`src/rtl/fwg_pkg.sv`:
```
`timescale 1ns/1ps
package fwg_pkg;
   // indices of the asynchronous inputs inside the synchroniser vector
   localparam int SIG_CE  = 0;
   localparam int SIG_WE  = 1;
   localparam int SIG_OE  = 2;
   localparam int SIG_HV  = 3;
   localparam int SIG_LV  = 4;
   localparam int NSIG    = 5;
   // reset levels: strobes idle high, no high voltage, supply assumed low
   localparam logic [NSIG-1:0] SIG_RST = 5'b10111;

   typedef enum logic [1:0] {
      VERDICT_NONE = 2'd0,
      VERDICT_FWD  = 2'd1,
      VERDICT_REJ  = 2'd2
   } verdict_e;
endpackage

```
`src/rtl/fwg_sync.sv`:
```
`timescale 1ns/1ps
module fwg_sync #(
   parameter int              W       = 1,
   parameter int              STAGES  = 2,
   parameter logic [W-1:0]    RST_VAL = '0
) (
   input  logic         clk,
   input  logic         rst_n,
   input  logic [W-1:0] d_async,
   output logic [W-1:0] q_sync
);
   if (STAGES < 2) begin : g_bad_stages
      $error("fwg_sync: STAGES must be at least 2");
   end

   logic [W-1:0] chain [STAGES];

   for (genvar s = 0; s < STAGES; s++) begin : g_stage
      always_ff @(posedge clk or negedge rst_n) begin
         if (!rst_n) begin
            chain[s] <= RST_VAL;
         end else if (s == 0) begin
            chain[s] <= d_async;
         end else begin
            chain[s] <= chain[(s == 0) ? 0 : s-1];
         end
      end
   end

   assign q_sync = chain[STAGES-1];
endmodule

```
`src/rtl/fwg_filt.sv`:
```
`timescale 1ns/1ps
module fwg_filt #(
   parameter int           W       = 1,
   parameter int           MIN_CYC = 3,
   parameter logic [W-1:0] RST_VAL = '0
) (
   input  logic         clk,
   input  logic         rst_n,
   input  logic [W-1:0] d_in,
   output logic [W-1:0] q_flt
);
   if (MIN_CYC < 1) begin : g_bad_min
      $error("fwg_filt: MIN_CYC must be at least 1");
   end

   localparam int CNT_W = (MIN_CYC > 1) ? $clog2(MIN_CYC) : 1;
   localparam logic [CNT_W-1:0] LIM = CNT_W'(MIN_CYC - 1);

   for (genvar b = 0; b < W; b++) begin : g_bit
      if (MIN_CYC == 1) begin : g_pass
         always_ff @(posedge clk or negedge rst_n) begin
            if (!rst_n) q_flt[b] <= RST_VAL[b];
            else        q_flt[b] <= d_in[b];
         end
      end else begin : g_count
         logic [CNT_W-1:0] cnt;
         always_ff @(posedge clk or negedge rst_n) begin
            if (!rst_n) begin
               q_flt[b] <= RST_VAL[b];
               cnt      <= '0;
            end else if (d_in[b] == q_flt[b]) begin
               cnt <= '0;
            end else if (cnt == LIM) begin
               q_flt[b] <= d_in[b];
               cnt      <= '0;
            end else begin
               cnt <= cnt + 1'b1;
            end
         end
      end
   end
endmodule

```
`src/rtl/fwg_protmap.sv`:
```
`timescale 1ns/1ps
module fwg_protmap #(
   parameter int SECT_W = 4,
   localparam int NSECT = 1 << SECT_W
) (
   input  logic              clk,
   input  logic              rst_n,
   input  logic              prog_mode,
   input  logic              prot_wr,
   input  logic [SECT_W-1:0] prot_sel,
   input  logic              prot_val,
   input  logic              hv_override,
   output logic [NSECT-1:0]  prot_q,
   output logic [NSECT-1:0]  prot_eff
);
   for (genvar i = 0; i < NSECT; i++) begin : g_sect
      always_ff @(posedge clk or negedge rst_n) begin
         if (!rst_n) begin
            prot_q[i] <= 1'b0;
         end else if (prog_mode && prot_wr && (prot_sel == SECT_W'(i))) begin
            prot_q[i] <= prot_val;
         end
      end
      assign prot_eff[i] = prot_q[i] & ~hv_override;
   end
endmodule

```
`src/rtl/flash_wguard.sv`:
```
`timescale 1ns/1ps
module flash_wguard
   import fwg_pkg::*;
#(
   parameter int ADDR_W      = 16,
   parameter int DATA_W      = 8,
   parameter int SECT_W      = 4,
   parameter int GLITCH_CYC  = 3,
   parameter int SYNC_STAGES = 2
) (
   input  logic              clk,
   input  logic              rst_n,
   input  logic              ce_n,
   input  logic              we_n,
   input  logic              oe_n,
   input  logic              hv_reset,
   input  logic              low_vcc,
   input  logic [ADDR_W-1:0] addr,
   input  logic [DATA_W-1:0] data,
   input  logic              pe_pending,
   input  logic              prog_mode,
   input  logic              prot_wr,
   input  logic [SECT_W-1:0] prot_sel,
   input  logic              prot_val,
   output logic              fwd_vld,
   output logic [ADDR_W-1:0] fwd_addr,
   output logic [DATA_W-1:0] fwd_data,
   output logic              rej_vld,
   output logic [SECT_W-1:0] rej_sect,
   output logic              cmd_hold
);
   localparam int NSECT = 1 << SECT_W;

   if (SECT_W < 1 || SECT_W > ADDR_W) begin : g_bad_sect
      $error("flash_wguard: SECT_W must lie in 1..ADDR_W");
   end
   if (GLITCH_CYC < 1) begin : g_bad_glitch
      $error("flash_wguard: GLITCH_CYC must be at least 1");
   end

   // ---------------- synchronise and filter ----------------
   logic [NSIG-1:0] raw, syn, flt;
   always_comb begin
      raw         = '0;
      raw[SIG_CE] = ce_n;
      raw[SIG_WE] = we_n;
      raw[SIG_OE] = oe_n;
      raw[SIG_HV] = hv_reset;
      raw[SIG_LV] = low_vcc;
   end

   fwg_sync #(.W(NSIG), .STAGES(SYNC_STAGES), .RST_VAL(SIG_RST)) u_sync (
      .clk(clk), .rst_n(rst_n), .d_async(raw), .q_sync(syn));

   fwg_filt #(.W(NSIG), .MIN_CYC(GLITCH_CYC), .RST_VAL(SIG_RST)) u_filt (
      .clk(clk), .rst_n(rst_n), .d_in(syn), .q_flt(flt));

   logic ce_f, we_f, oe_f, hv_f, lv_f;
   assign ce_f = flt[SIG_CE];
   assign we_f = flt[SIG_WE];
   assign oe_f = flt[SIG_OE];
   assign hv_f = flt[SIG_HV];
   assign lv_f = flt[SIG_LV];

   // ---------------- write cycle decode ----------------
   logic              wcyc, wcyc_q, we_q, armed;
   logic              end_evt;
   logic [ADDR_W-1:0] cap_addr;
   logic [DATA_W-1:0] cap_data;

   assign wcyc    = ~ce_f & ~we_f & oe_f;
   assign end_evt = wcyc_q & we_f & ~we_q;

   always_ff @(posedge clk or negedge rst_n) begin
      if (!rst_n) begin
         wcyc_q   <= 1'b0;
         we_q     <= 1'b1;
         armed    <= 1'b0;
         cap_addr <= '0;
         cap_data <= '0;
      end else begin
         wcyc_q <= wcyc;
         we_q   <= we_f;
         if (lv_f)       armed <= 1'b0;
         else if (!wcyc) armed <= 1'b1;
         if (wcyc) begin
            cap_addr <= addr;
            cap_data <= data;
         end
      end
   end

   // ---------------- protection ----------------
   logic [NSECT-1:0]  prot_q, prot_eff;
   logic [SECT_W-1:0] cur_sect;

   fwg_protmap #(.SECT_W(SECT_W)) u_map (
      .clk(clk), .rst_n(rst_n), .prog_mode(prog_mode), .prot_wr(prot_wr),
      .prot_sel(prot_sel), .prot_val(prot_val), .hv_override(hv_f),
      .prot_q(prot_q), .prot_eff(prot_eff));

   assign cur_sect = cap_addr[ADDR_W-1 -: SECT_W];

   verdict_e verdict;
   always_comb begin
      verdict = VERDICT_NONE;
      if (end_evt && armed && !lv_f) begin
         if (pe_pending && prot_eff[cur_sect]) verdict = VERDICT_REJ;
         else                                  verdict = VERDICT_FWD;
      end
   end

   // ---------------- registered outputs ----------------
   always_ff @(posedge clk or negedge rst_n) begin
      if (!rst_n) begin
         fwd_vld  <= 1'b0;
         fwd_addr <= '0;
         fwd_data <= '0;
         rej_vld  <= 1'b0;
         rej_sect <= '0;
         cmd_hold <= 1'b1;
      end else begin
         fwd_vld  <= (verdict == VERDICT_FWD);
         rej_vld  <= (verdict == VERDICT_REJ);
         cmd_hold <= lv_f;
         if (verdict == VERDICT_FWD) begin
            fwd_addr <= cap_addr;
            fwd_data <= cap_data;
         end
         if (verdict == VERDICT_REJ) rej_sect <= cur_sect;
      end
   end
endmodule

```
`config.mk`:
```
export PLATFORM = sky130hd
export DESIGN_NAME = flash_wguard
export DESIGN_NICKNAME = d
export VERILOG_FILES = /design/src/rtl/fwg_pkg.sv /design/src/rtl/fwg_sync.sv /design/src/rtl/fwg_filt.sv /design/src/rtl/fwg_protmap.sv /design/src/rtl/flash_wguard.sv
export SDC_FILE = /design/constraint.sdc
export NUM_CORES = 1
export LEC_CHECK = 0
export ABC_AREA = 1
export BUFFER_PORTS_ARGS = -buffer_cell sky130_fd_sc_hd__buf_2
export CORE_ASPECT_RATIO = 0.7
export CORE_UTILIZATION = 55
export CTS_CLUSTER_DIAMETER = 120
export DETAILED_ROUTE_END_ITERATION = 8
export PLACE_DENSITY_LB_ADDON = 0.12
export SLEW_MARGIN = 5
export SYNTH_ARGS = -nofsm -noshare
export SYNTH_HDL_FRONTEND = slang
export SYNTH_SLANG_ARGS = --single-unit
```
`constraint.sdc`:
```
create_clock -name clk -period 1.6 [get_ports clk]
set_input_delay 0.16 -clock clk [delete_from_list [all_inputs] [get_ports clk]]
set_output_delay 0.16 -clock clk [all_outputs]
set_load 0.005 [all_outputs]
```
# Word level (Yosys, flattened, before mapping)
# Cells that the tools add are included.
# Widths: inputs -> output; s select.
[totals]
elab_cells = 145
out_inout_bits = 31
reg_bits = 99
inputBits = 39
[op_classes]
reduce_logical = 27
n_mux = 16
n_bitwise = 29
n_addsub = 5
n_eq_ne = 28
order_cmp = 1
[ops]
columns = ["cell", "count"]
rows = [
  ["$eq 4x4->1 const B", 8],
  ["$mux 2", 12],
  ["$and 1x1->1", 20],
  ["$logic_and 1x1->1", 20],
  ["$eq 4x3->1 const B", 4],
  ["$eq 2x2->1 const B", 6],
  ["$add 2x1->2 const B", 5],
  ["$reduce_and 2->1", 5],
  ["$not 1->1", 9],
  ["$eq 4x2->1 const B", 2],
  ["$eq 1x1->1", 5],
  ["$lt 4x5->1 const B", 1],
  ["$bmux 1 s4", 1],
  ["$eq 4x1->1 const B", 1],
  ["$logic_not 4->1", 1],
  ["$mux 1", 3],
  ["$eq 2x1->1 const B", 1],
  ["$ne 2x1->1 const B", 1],
  ["$logic_not 1->1", 1],
]

# Depth between registers and ports, before layout
# Gate-level depths: netlist (run 1).
[logic_depth]
depth_word = 8
ltp_mapped = 11
ltp_nobuf = 10

# Modules after synthesis
# A second synthesis (run 1) with hierarchy kept.
[hier_totals]
cells_unflattened = 533
hier_area_um2 = 4475.5
[by_module_without_submodules]
columns = ["mod", "area_each_um2", "n_inst", "cells_each", "seq_area_each_um2"]
rows = [
  ["flash_wguard", 2541.2, 1, 284, 1453.9],
  ["fwg_protmap", 949.7, 1, 139, 400.4],
  ["fwg_filt", 686.9, 1, 95, 380.4],
  ["fwg_sync", 297.8, 1, 15, 260.2],
]

# Least setup slack after synthesis (run 1)
# OpenSTA, ideal clock, no wires.
[synth_path]
path_type = "register to register"
start = "register cap_addr[12]"
end = "register fwd_addr[10]"
stages_incl_launch_ff = 11
t_arrival_ns = 1.324
required_ns = 1.483
path_slack_ns = 0.159
synth_period_minus_slack_ns = 1.441
setup_ns = 0.117
path_buffers = 2
path_cell_list = "dfrtp_1 > buf_6 > nand2_1 > nand3_1 > nand3_1 > nand3_2 > nand2_4 > nand2_8 > buf_4 > nand3_1 > nand2_1"
[synth_between]
elab_chain_cells = 6
[synth_rtl]
columns = ["item", "line_no", "source"]
rows = [
  ["start: declaration", "flash_wguard.sv:68", "logic [ADDR_W-1:0] cap_addr;"],
  ["start signal: assignment", "flash_wguard.sv:87", "cap_addr <= addr;"],
  ["$bmux 1 s4", "flash_wguard.sv:108", "if (pe_pending && prot_eff[cur_sect]) verdict = VERDICT_REJ;"],
  ["$mux 1 (implied by the code)", "flash_wguard.sv:108", ""],
  ["$logic_and 1x1->1", "flash_wguard.sv:108", ""],
  ["$mux 2", "flash_wguard.sv:108", ""],
  ["$mux 2", "flash_wguard.sv:107", "if (end_evt && armed && !lv_f) begin"],
  ["$eq 2x1->1", "flash_wguard.sv:126", "if (verdict == VERDICT_FWD) begin"],
  ["end signal: assignment", "flash_wguard.sv:127", "fwd_addr <= cap_addr;"],
  ["end: declaration", "flash_wguard.sv:26", "output logic [ADDR_W-1:0] fwd_addr,"],
]
# No other way between the ends. The select of a mux whose other input is x is not followed.
# A chain may end at the register's enable or synchronous reset.

# Worst setup path in the final report (run 1)
[layout_path]
start = "register cap_addr[12]"
end = "register fwd_addr[2]"
# Same word-level chain as after synthesis.

==> results.json, run 1 <==
{
  "drive_gt1_frac": 0.316,
  "violations": "negative setup slack",
  "critPathMostFrequentCell": "nand3_2",
  "drc": 0,
  "max-vdd-ir-drop_mv": 0.903,
  "cts-buffers-inserted": 9,
  "dieArea_mm2": 0.00768,
  "utilization": 0.760,
  "cts.sinks": 99,
  "worst_slack_ns": -0.0430,
  "initial_core_util": 0.583,
  "cts_root_buf": "clkbuf_8",
  "grt_max_degree": 47,
  "muxShareOfSynthArea": 0.00745,
  "synth_cells": 425,
  "final.min_clock_period_ns": 1.64,
  "htreeDepth": 3,
  "dp_slack_ns": -0.0741,
  "synth_top_family_by_area": "simple AND/OR/NAND/NOR gates",
  "powerDensity_mw_per_mm2": 1740,
  "syn-num-nets": 464,
  "clk_path_buf_depth": 2,
  "clock.fmax_ghz": 0.609,
  "layout.nets": 578,
  "cp_max_fo": 12,
  "grt_pass1_vias": 2820,
  "startpoint_type": "flop",
  "p_leak_nw": 2.79,
  "diodes": 0,
  "rrSetupSlack_ns": -0.04,
  "ys.warnings.count": 0,
  "period_share": 1.03,
  "fp.dieH_um": 73.6,
  "hold_class": "primary input to flop",
  "dpl_cell_area_mm2": 0.00453,
  "maxCapViolCount": 0,
  "rsz0062_at_grt": "yes",
  "port_buffers": 69,
  "cts_tree": "done",
  "tightest_slew_ns": 0.471,
  "cp_slowest_stage_delay_ns": 0.47,
  "antenna_found_initial": 0,
  "top_level_ports": 70,
  "synth-seq-cells": 99,
  "synth_compound_area_frac": 0.0410,
  "fin_area_mm2": 0.00525,
  "synth_area_mm2": 0.00403,
  "drtPass1Iterations": 4,
  "path_clk_slew_ns": 0.09,
  "clock_latency_ns": 0.36,
  "rows": 25,
  "die_w_um": 104,
  "drv_slew": 0,
  "seq_area_frac_synth": 0.619,
  "status": "complete, but fails checks",
  "dp_hpwl_mm": 5.62,
  "wl_mm": 9.10,
  "cp.required_ns": 1.86,
  "worstPathCellList": "buf_6 -> nand2_2 -> nand3_2 -> nand3_2 -> nand3_2 -> nand2_4 -> nand2_8 -> clkbuf_16 -> nand3_1 -> nand2_1",
  "globalplace.congestion": 0.885,
  "fill_cells": 477,
  "crit_slowest_cell": "dfrtp_2",
  "synth_adder_area_share": 0,
  "synthDistinctLibCells": 24,
  "grt_first_pass_wirelength_mm": 13.7,
  "synth-simple-area-share": 0.259,
  "core_mm2": 0.00691,
  "critical_path_arrival_ns": 1.90,
  "grt_usage": 0.238,
  "ant_nets": 0,
  "num_vias": 3234,
  "hold_viol_final": 0,
  "worstSetupPathType": "flop to flop",
  "first_iter_violations": 148,
  "max_slew_margin": 0.685,
  "area_delta_synth_final_pct": 30.4,
  "power.total_w": 0.00914,
  "tns_ns": -0.274,
  "wl_per_cell_um": 14.3,
  "end_kind": "flop",
  "clock_skew_ns": 0.0110,
  "synth_xor_area_frac": 0.0109,
  "overflow": 0,
  "avgSynthCellArea_um2": 9.48,
  "setup-violations-final": 17,
  "drt-vias-per-instance": 5.07
}
[registers in the layout, indices dropped and copies added, names as in the netlist, 4 cells and up]
signal and count:
fwd_addr 16, rej_sect 4, u_map.prot_q 16, fwd_data 8, u_filt.q_flt 5, u_sync.chain 5
cap_addr 16, cap_data 8, u_sync.q_sync 5, u_filt.g_bit.g_count.cnt 10
[final timing paths]
check,startpoint,end,cells past startpoint
min in group asynchronous,rst_n,u_filt.q_flt[3],2
hold / removal,addr[1],cap_addr[1],3
setup / recovery,cap_addr[12],fwd_addr[2],10
setup reg to reg,cap_addr[12],fwd_addr[2],10
hold reg to reg,u_sync.chain[8],u_sync.q_sync[3],0
max in group asynchronous,rst_n,u_sync.chain[9],3
[power by group]
| part | internal, W | total, W | switching (W) |
|---|---|---|---|
| combinational | 0.00141 | 0.00314 | 0.00173 |
| sequential | 0.00351 | 0.00423 | 0.000717 |
| clock | 0.000964 | 0.00177 | 0.000809 |
| total | 0.00589 | 0.00914 | 0.00325 |
[final cells by class]
cell class / instances / area, um^2 / area share
Clock buffer: 12 / 155 / 0.0295
Clock inverter: 4 / 72.6 / 0.0138
Inverter: 41 / 154 / 0.0293
Multi-Input combinational cell: 272 / 1410 / 0.269
Sequential cell: 99 / 2500 / 0.475
Tap cell: 94 / 118 / 0.0224
Timing Repair Buffer: 116 / 845 / 0.161
[cells by family (layout without fill, tap and decap cells)]
logic type	Yosys count	in the layout
compound gates	31	31
xor+xnor	5	5
buf+inv	56	173
flops	99	99
mux	3	3
simple gates	231	233
[cells in the mapped netlist (all sizes together)]
cell | instances | area share
nand3 | 37 | 0.048
and3 | 1 | 0.0019
o21ai | 15 | 0.019
a31oi | 8 | 0.012
clkbuf | 6 | 0.0056
inv | 41 | 0.038
buf | 9 | 0.019
dfstp | 14 | 0.091
a21oi | 8 | 0.0099
nand4 | 4 | 0.0062
nor3 | 15 | 0.019
nand2 | 165 | 0.18
dfrtp | 85 | 0.53
mux2i | 3 | 0.0075
xnor2 | 5 | 0.011
nor2 | 9 | 0.0084
[worst max-delay path: cells and delay by family (launching register included)]
kind | cells | cell delay [ns]
buffers and inverters | 2 | 0.36
DFF | 1 | 0.47
and+or+nand+nor | 8 | 0.71
[cell usage in the layout (no fill, tap or decap), types with 5 or more instances in the layout]
cell           instances
nand2_2               25
nor2_1                 9
a21oi_1                8
nor3_1                14
nand3_1               20
o21ai_0               15
buf_4                 14
dfrtp_1               83
xnor2_1                5
nand3_2               17
inv_1                 40
buf_2                 69
clkbuf_8              11
a31oi_1                8
nand2_1              137
dlygate4sd3_1         25
dfstp_2               14
[through the flow]
stage,instances,hold slack (ns)
2_1_floorplan,425,-0.136
3_3_place_gp,585,0.0432
3_5_place_dp,585,0.0427
4_1_cts,626,0.00130
5_1_grt,638,0.00498
6_report,638,0.0169
[routing by layer]
layer | track usage | vias to the layer above | routed length, um
met5 | 0 | - | 0
met4 | 0.0714 | 0 | 101
met3 | 0.0648 | 12 | 564
met2 | 0.348 | 101 | 4050
met1 | 0.349 | 1540 | 4390
li1 | - | 1581 | -
[repair_timing]
item	in CTS	in global routing
resized for setup	1	29
hold endpoints to repair	109	0
setup endpoints to repair	29	29
pin swaps	0	2
buffers inserted	0	8
hold buffers	25	0
cloned	0	4
Power figures use the tool's default switching activity.
==> inputs of run 2 (changes only) <==
--- a/config.mk
+++ b/config.mk
@@ -9,10 +9,10 @@
 export BUFFER_PORTS_ARGS = -buffer_cell sky130_fd_sc_hd__buf_2
 export CORE_ASPECT_RATIO = 0.7
 export CORE_UTILIZATION = 55
+export CTS_BUF_LIST = sky130_fd_sc_hd__clkbuf_16
 export CTS_CLUSTER_DIAMETER = 120
 export DETAILED_ROUTE_END_ITERATION = 8
 export PLACE_DENSITY_LB_ADDON = 0.12
-export SLEW_MARGIN = 5
 export SYNTH_ARGS = -nofsm -noshare
 export SYNTH_HDL_FRONTEND = slang
 export SYNTH_SLANG_ARGS = --single-unit
==> results.json, run 2 (synthesis results as in run 1) <==
{
  "clock_skew_ns": 0.00885,
  "worst_slack_ns": -0.0467,
  "die_w_um": 104,
  "p_switching_w": 0.00338,
  "dp_hpwl_mm": 5.62,
  "overflow": 0,
  "grt_first_pass_wirelength_mm": 13.5,
  "period_share": 1.03,
  "p_leak_nw": 2.75,
  "max_slew_margin": 0.671,
  "maxCapViolCount": 0,
  "startpoint": "cap_addr[12]",
  "cts.sinks": 99,
  "reg2reg_to": "fwd_data[5]",
  "drv_slew": 0,
  "status": "complete, but fails checks",
  "cp_max_fo": 7,
  "violations": "negative setup slack",
  "cts_root_buf": "clkbuf_16",
  "drt-vias-per-instance": 5.12,
  "grt_max_degree": 47,
  "powerDensity_mw_per_mm2": 1860,
  "top_regs": "cap_addr x16, fwd_addr x16, u_map.prot_q x16",
  "mostFrequentLayoutCell": "nand2_1",
  "num_vias": 3170,
  "end_kind": "flop",
  "drive_gt1_frac": 0.335,
  "swShare": 0.350,
  "fin_area_mm2": 0.00519,
  "cts-buffers-inserted": 9,
  "hold_viol_final": 0,
  "cts_tree": "done",
  "first_iter_violations": 156,
  "share_comb_of_total_power": 0.327,
  "hp-start": "addr[10]",
  "reg2reg_from": "cap_addr[12]",
  "setup-violations-final": 14,
  "layout.nets": 559,
  "rows": 25,
  "ant_nets": 0,
  "top_level_ports": 70,
  "fill_cells": 483,
  "dp_slack_ns": -0.0741,
  "htreeDepth": 3,
  "crit_end": "fwd_data[5]",
  "clock_latency_ns": 0.34,
  "globalplace.congestion": 0.885,
  "drc": 0,
  "power.total_w": 0.00966,
  "max-vdd-ir-drop_mv": 0.938,
  "core_mm2": 0.00691,
  "r2r_cells": 10,
  "final.min_clock_period_ns": 1.65,
  "antenna_found_initial": 0,
  "diodes": 0,
  "critical_path_arrival_ns": 1.87,
  "dieArea_mm2": 0.00768,
  "startpoint_type": "flop",
  "worstSetupPathType": "flop to flop",
  "hold_class": "primary input to flop",
  "wl_per_cell_um": 14.8,
  "initial_core_util": 0.583,
  "p_int_w": 0.00628,
  "p_clk_frac": 0.230,
  "wl_mm": 9.16,
  "most-common-layout-cells": "nand2_1, dfrtp_1, buf_2, inv_1, nand2_2",
  "rsz0062_at_grt": "yes",
  "grt_pass1_vias": 2737,
  "fp.dieH_um": 73.6,
  "layout.cells.non_filler": 619,
  "rrSetupSlack_ns": -0.05,
  "clk_path_buf_depth": 2,
  "port_buffers": 69,
  "dpl_cell_area_mm2": 0.00453,
  "drtPass1Iterations": 4,
  "utilization": 0.751,
  "place_inst": 585,
  "clock.fmax_ghz": 0.607,
  "path_clk_slew_ns": 0.07,
  "tightest_slew_ns": 0.491,
  "p_seq_frac": 0.443,
  "grt_usage": 0.233,
  "area_delta_synth_final_pct": 28.9,
  "cp.required_ns": 1.83
}
run 2: cell count changes in the layout (fill, tap and decap cells not counted), sizes merged:
cell         change
dlygate4sd3     -19
clkbuf           -3
clkinv           +2
inv              +1
run 2: timing repair:
item | in CTS | in global routing
pin swaps | 0 | 14
endpoints found under the hold margin | 90 | 0
endpoints found under the setup margin | 29 | 29
cloned | 0 | 5
resized for setup | 1 | 37
setup buffers | 0 | 7
hold buffers | 6 | 0
run 2: layout make-up:
type	count	area [um^2]	share of cell area
clock buffers	9	225	0.0434
multi-input cells	272	1460	0.280
well taps	94	118	0.0226
flip-flops and latches	99	2500	0.481
inverters	41	154	0.0296
repair buffers	97	661	0.127
clock inverters	7	83.8	0.0161
run 2: layer usage:
layer	vias to the layer above	global-route usage	share of wire
li1	1545	-	-
met2	108	0.338	0.45
met1	1509	0.348	0.48
met4	0	0.0714	0.0081
met5	-	0	0
met3	8	0.0603	0.067
run 2: worst min-delay path by stage:
stage          depth (start not counted)                              to  slack [ns]
2_1_floorplan                          0                           armed       -0.14
3_5_place_dp                           1  u_filt.g_bit[3].g_count.cnt[1]        0.04
3_3_place_gp                           1  u_filt.g_bit[3].g_count.cnt[0]        0.04
5_1_grt                                3                     cap_addr[4]        0.01
6_report                               3                    cap_addr[10]        0.01
4_1_cts                                3                     cap_addr[4]       0.008
run 2: worst max-delay path, stage by stage (launching register included):
cell       delay (ns)
dfrtp_2          0.47
buf_6            0.16
nand2_2          0.06
nand3_2          0.08
nand3_2          0.09
nand3_2          0.08
nand2_4          0.12
nand2_8          0.13
clkbuf_16        0.19
nand3_1          0.07
nand2_1          0.07
run 2: power by group through the flow:
stage | sequential [W] | clock (W) | combinational [W]
floorplan | 0.00407 | 0 | 0.00173
global placement | 0.00422 | 0 | 0.00244
detailed placement | 0.00425 | 0 | 0.00253
CTS | 0.00422 | 0.00225 | 0.00256
global route | 0.00439 | 0.00235 | 0.00349
finish | 0.00428 | 0.00222 | 0.00316
run 2: stage by stage:
step / setup TNS (ns) / hold WS [ns]
floorplan: 0 / -0.136
global placement: -0.00520 / 0.0432
detailed placement: -1.51 / 0.0427
CTS: 0 / 0.00753
global route: -1.71 / 0.0137
finish: -0.244 / 0.0141
